[config.mk]
export PLATFORM = sky130hd
export DESIGN_NAME = braun_mult
export DESIGN_NICKNAME = d
export VERILOG_FILES = /design/src/rtl/braun_pkg.sv /design/src/rtl/braun_pp_gen.sv /design/src/rtl/braun_csa_rows.sv /design/src/rtl/braun_lf_adder.sv /design/src/rtl/braun_mult.sv
export SDC_FILE = /design/constraint.sdc
export NUM_CORES = 1
export LEC_CHECK = 0
export BUFFER_PORTS_ARGS = -buffer_cell sky130_fd_sc_hd__buf_2
export CORE_ASPECT_RATIO = 1.5
export CORE_MARGIN = 2
export CORE_UTILIZATION = 56
export DETAILED_ROUTE_END_ITERATION = 10
export PLACE_DENSITY = 0.78
export SLEW_MARGIN = 5
export SYNTH_ARGS = -nofsm -noshare
export SYNTH_HDL_FRONTEND = slang
export SYNTH_HIERARCHICAL = 1
export SYNTH_SLANG_ARGS = --single-unit
[constraint.sdc]
create_clock -name clk -period 6.7 [get_ports clk]
set_input_delay 0.335 -clock clk [delete_from_list [all_inputs] [get_ports clk]]
set_output_delay 0.335 -clock clk [all_outputs]
set_load 0.005 [all_outputs]
[src/rtl/braun_pkg.sv]
package braun_pkg;

   typedef struct packed {
      logic g;
      logic p;
   } gp_t;

   // prefix operator: hi spans the more significant range, lo the range just below it
   function automatic gp_t gp_merge(input gp_t hi, input gp_t lo);
      gp_t r;
      r.g = hi.g | (hi.p & lo.g);
      r.p = hi.p & lo.p;
      return r;
   endfunction

   // returns {carry, sum}
   function automatic logic [1:0] full_add(input logic x, input logic y, input logic z);
      return {(x & y) | (x & z) | (y & z), x ^ y ^ z};
   endfunction

endpackage

[src/rtl/braun_pp_gen.sv]
module braun_pp_gen #(
   parameter int N = 8
) (
   input  logic [N-1:0]   a,
   input  logic [N-1:0]   b,
   output logic [N*N-1:0] pp_flat
);
   // bit i*N+j holds a[j] & b[i]; its weight is 2^(i+j)
   for (genvar i = 0; i < N; i++) begin : g_row
      for (genvar j = 0; j < N; j++) begin : g_col
         assign pp_flat[i*N+j] = a[j] & b[i];
      end
   end
endmodule

[src/rtl/braun_csa_rows.sv]
module braun_csa_rows
   import braun_pkg::*;
#(
   parameter int N = 8
) (
   input  logic [N*N-1:0] pp_flat,
   output logic [N-1:0]   lo_bits,
   output logic [N-1:0]   fin_x,
   output logic [N-1:0]   fin_y
);
   // srow[i][j] has weight 2^(i+j); crow[i][j] has weight 2^(i+j+1)
   logic [N-1:0] srow [N];
   logic [N-1:0] crow [N];

   assign srow[0] = pp_flat[N-1:0];
   assign crow[0] = '0;

   for (genvar i = 1; i < N; i++) begin : g_row
      for (genvar j = 0; j < N; j++) begin : g_cell
         logic up_s;
         if (j == N-1) begin : g_edge
            assign up_s = 1'b0;
         end else begin : g_inner
            assign up_s = srow[i-1][j+1];
         end
         assign {crow[i][j], srow[i][j]} = full_add(pp_flat[i*N+j], up_s, crow[i-1][j]);
      end
   end

   for (genvar i = 0; i < N; i++) begin : g_lo
      assign lo_bits[i] = srow[i][0];
   end

   // both vectors have weight 2^N at their bit 0
   assign fin_x = {1'b0, srow[N-1][N-1:1]};
   assign fin_y = crow[N-1];
endmodule

[src/rtl/braun_lf_adder.sv]
module braun_lf_adder
   import braun_pkg::*;
#(
   parameter int W = 8
) (
   input  logic [W-1:0] x,
   input  logic [W-1:0] y,
   output logic [W-1:0] sum,
   output logic         cout
);
   localparam int NODD = W / 2;
   localparam int NLVL = (NODD > 1) ? $clog2(NODD) : 0;

   gp_t        pre  [W];
   gp_t        node [NLVL+1][W];
   gp_t        grp  [W];
   logic [W:0] cy;

   // pre-processing
   for (genvar i = 0; i < W; i++) begin : g_pre
      assign pre[i] = '{g: x[i] & y[i], p: x[i] ^ y[i]};
   end

   // odd positions absorb their even neighbour
   for (genvar i = 0; i < W; i++) begin : g_pair
      if ((i % 2) == 1) begin : g_odd
         assign node[0][i] = gp_merge(pre[i], pre[i-1]);
      end else begin : g_even
         assign node[0][i] = pre[i];
      end
   end

   // doubling spans over the odd positions
   for (genvar l = 0; l < NLVL; l++) begin : g_lvl
      for (genvar i = 0; i < W; i++) begin : g_pos
         if (((i % 2) == 1) && ((((i / 2) >> l) & 1) == 1)) begin : g_op
            localparam int SRC = 2 * ((((i / 2) >> l) << l) - 1) + 1;
            assign node[l+1][i] = gp_merge(node[l][i], node[l][SRC]);
         end else begin : g_pass
            assign node[l+1][i] = node[l][i];
         end
      end
   end

   // even positions fixed up from the odd prefix below
   for (genvar i = 0; i < W; i++) begin : g_fix
      if ((i % 2) == 1) begin : g_odd
         assign grp[i] = node[NLVL][i];
      end else if (i == 0) begin : g_first
         assign grp[i] = pre[0];
      end else begin : g_even
         assign grp[i] = gp_merge(pre[i], node[NLVL][i-1]);
      end
   end

   // post-processing
   assign cy[0] = 1'b0;
   for (genvar i = 0; i < W; i++) begin : g_post
      assign cy[i+1] = grp[i].g;
      assign sum[i]  = pre[i].p ^ cy[i];
   end
   assign cout = cy[W];
endmodule

[src/rtl/braun_mult.sv]
module braun_mult #(
   parameter int N       = 8,
   parameter bit REG_OUT = 1'b1
) (
   input  logic           clk,
   input  logic           rst,
   input  logic [N-1:0]   a,
   input  logic [N-1:0]   b,
   output logic [2*N-1:0] prod
);
   localparam int PW = 2 * N;

   if (N < 2) begin : g_bad_width
      $error("braun_mult: N must be at least 2");
   end

   logic [N*N-1:0] pp_flat;
   logic [N-1:0]   lo_bits;
   logic [N-1:0]   fin_x;
   logic [N-1:0]   fin_y;
   logic [N-1:0]   fin_sum;
   logic           fin_cout;
   logic [PW-1:0]  prod_c;

   braun_pp_gen #(.N(N)) u_pp (
      .a       (a),
      .b       (b),
      .pp_flat (pp_flat)
   );

   braun_csa_rows #(.N(N)) u_csa (
      .pp_flat (pp_flat),
      .lo_bits (lo_bits),
      .fin_x   (fin_x),
      .fin_y   (fin_y)
   );

   braun_lf_adder #(.W(N)) u_fin (
      .x    (fin_x),
      .y    (fin_y),
      .sum  (fin_sum),
      .cout (fin_cout)
   );

   assign prod_c = {fin_sum, lo_bits};

   if (REG_OUT) begin : g_reg
      logic [PW-1:0] prod_q;
      always_ff @(posedge clk) begin
         if (rst) prod_q <= '0;
         else     prod_q <= prod_c;
      end
      assign prod = prod_q;
   end else begin : g_comb
      assign prod = prod_c;
   end
endmodule

==> impl_metrics.csv <==
group,metric,value,unit
run_status,outcome,"complete, no violations",
die,ios,34,
layout,area_delta_synth_final,10.5,%
setup_path,cp.required,6.85,ns
sta,fin_setup_tns,0,ns
global_routing,grt_pass1_vias,1569,
place,port_buffers,33,
layout,diodes,0,
power,seq_power_share,20.5,%
place,hpwlAfterDp,3.19,mm
clock_tree,cts_resized,0,
synth,synth_warnings,6,
min_path,hp-class,"in2reg",
layout,final_core_util,63.8,%
clock_tree,numCtsBuffers,3,
power,p_sw_share,37.6,%
routing,wl,3.61,mm
clock_tree,clock_sink_count,16,
global_routing,grt_usage,17.6,%
routing,wl_per_cell,11.8,microns
die,initial_core_util,57.7,%
die,die_x,55.9,microns
setup_path,cp_max_fo,8,
layout,finalNetCount,339,
layout,layout-drive-gt1-share,19.5,%
layout,fillCellCount,347,
sta,finalHoldViolCount,0,
routing,drt_iter0_drc,10,
global_routing,overflow,0,
synth,synth_cells,228,
sta,setup_viol,0,
routing,dr.pass1.iters,3,
setup_path,critPathKind,"in2reg",
flow_run,drv_cap,0,
die,die_h,81.9,microns
layout,post-route-cell-area,2500,sq um
power,cellPowerDensity,257,nW/um^2
place,placed_cell_area,2450,sq um
sta,rsz0062_at_grt,"no",
routing,num_vias,1488,
layout,largest_reg_flops,16,
power,peakVddDrop,0.191,mV
synth,syn_area,2270,sq um
place,place_congestion,0.789,
die,dieArea,4580,sq um
sta,fin_crit,5.33,ns
power,combPwrFrac,66.2,%
clock_tree,postCtsSetupBuffers,0,
power,p_clk_share,13.3,%
clock_tree,cts_max_path_buffers,2,
clock_tree,cts_tree,"done",
power,internal_power,402,uW
routing,ant_nets,0,
sta,period_share,79.6,%
setup_path,cp_data_arrival_time,5.48,ns
setup_path,end_kind,"register",
clock_tree,root_buffer,"clkbuf_8",
synth,synth.avg_cell_area,9.94,sq um
sta,slew_viol_final,0,
clock_tree,cts_hold_buf,0,
global_routing,grt_pass1_wl,6.30,mm
power,p_switching,242,uW
routing,drc,0,
global_routing,antenna_found_initial,0,
die,core,3920,sq um
global_routing,grt_max_degree,17,
power,p_leak,0.00131,uW
die,rows,28,
routing,drt-vias-per-instance,4.86,
clock_tree,htreeDepth,1,
sta,max_freq,187,MHz
setup_path,startpoint_type,"input port",
clock_tree,clkSlewWorstSetupHoldPaths,0.06,ns
## per-stage QoR
| step | hold WS, ns | cells | worst slack, ns | total power [uW] |
|---|---|---|---|---|
| floorplan | 0.543 | 229 | 1.43 | 459 |
| global placement | 0.710 | 302 | 1.18 | 549 |
| detailed placement | 0.710 | 302 | 1.13 | 568 |
| CTS | 0.457 | 306 | 1.35 | 657 |
| global route | 0.467 | 306 | 1.16 | 724 |
| finish | 0.461 | 306 | 1.37 | 643 |
## layout make-up
type / instances / area, sq um / area share (%)
Multi-Input combinational cell: 150 / 1690 / 67.5
Timing Repair Buffer: 33 / 165 / 6.59
Tap cell: 45 / 56.3 / 2.25
Inverter: 58 / 218 / 8.69
Sequential cell: 16 / 320 / 12.8
Clock buffer: 4 / 55.1 / 2.20
## cell usage in the layout (no fill, tap or decap), types with 2 or more instances in the layout
cell,instances
and2b_2,6
nor2b_1,3
a21oi_1,2
and2_1,64
ha_1,13
clkbuf_8,4
buf_2,33
conb_1,2
inv_1,58
nor2b_2,7
fa_1,46
xnor2_1,2
dfxtp_1,16
## path summary, 6_finish.rpt
kind	startpoint	end	slack, ns	cells past startpoint
worst max-delay path	b[0]	prod[15]	1.37	19
worst min-delay path	rst	prod[4]	0.46	2
## critical path: stages
cell and delay [ns]:
buf_2 0.15, and2_1 0.14, ha_1 0.14, inv_1 0.05, fa_1 0.48, inv_1 0.06
fa_1 0.53, fa_1 0.44, fa_1 0.49, fa_1 0.56, fa_1 0.44, ha_1 0.22
fa_1 0.38, a21o_1 0.19, o21ai_2 0.10, nand2_1 0.07, fa_1 0.37, xor2_1 0.16
and2b_2 0.18
## power groups by stage
stage | Combinational [uW] | Sequential [uW] | Clock, uW
5_1_grt | 497 | 135 | 91.8
4_1_cts | 436 | 133 | 88.3
3_3_place_gp | 415 | 134 | 0
2_1_floorplan | 319 | 140 | 0
6_report | 426 | 132 | 85.6
3_5_place_dp | 433 | 134 | 0
## layer usage
layer / share of wire [%] / wire (microns) / GRT usage [%] / vias up
met4: 2.7 / 98 / 8.33 / 0
met2: 59 / 2130 / 35.0 / 26
met3: 1.9 / 67 / 1.26 / 8
met1: 36 / 1310 / 18.6 / 750
met5: 0 / 0 / 0 / -
li1: - / - / - / 704
(Power assumes the default switching activity.)
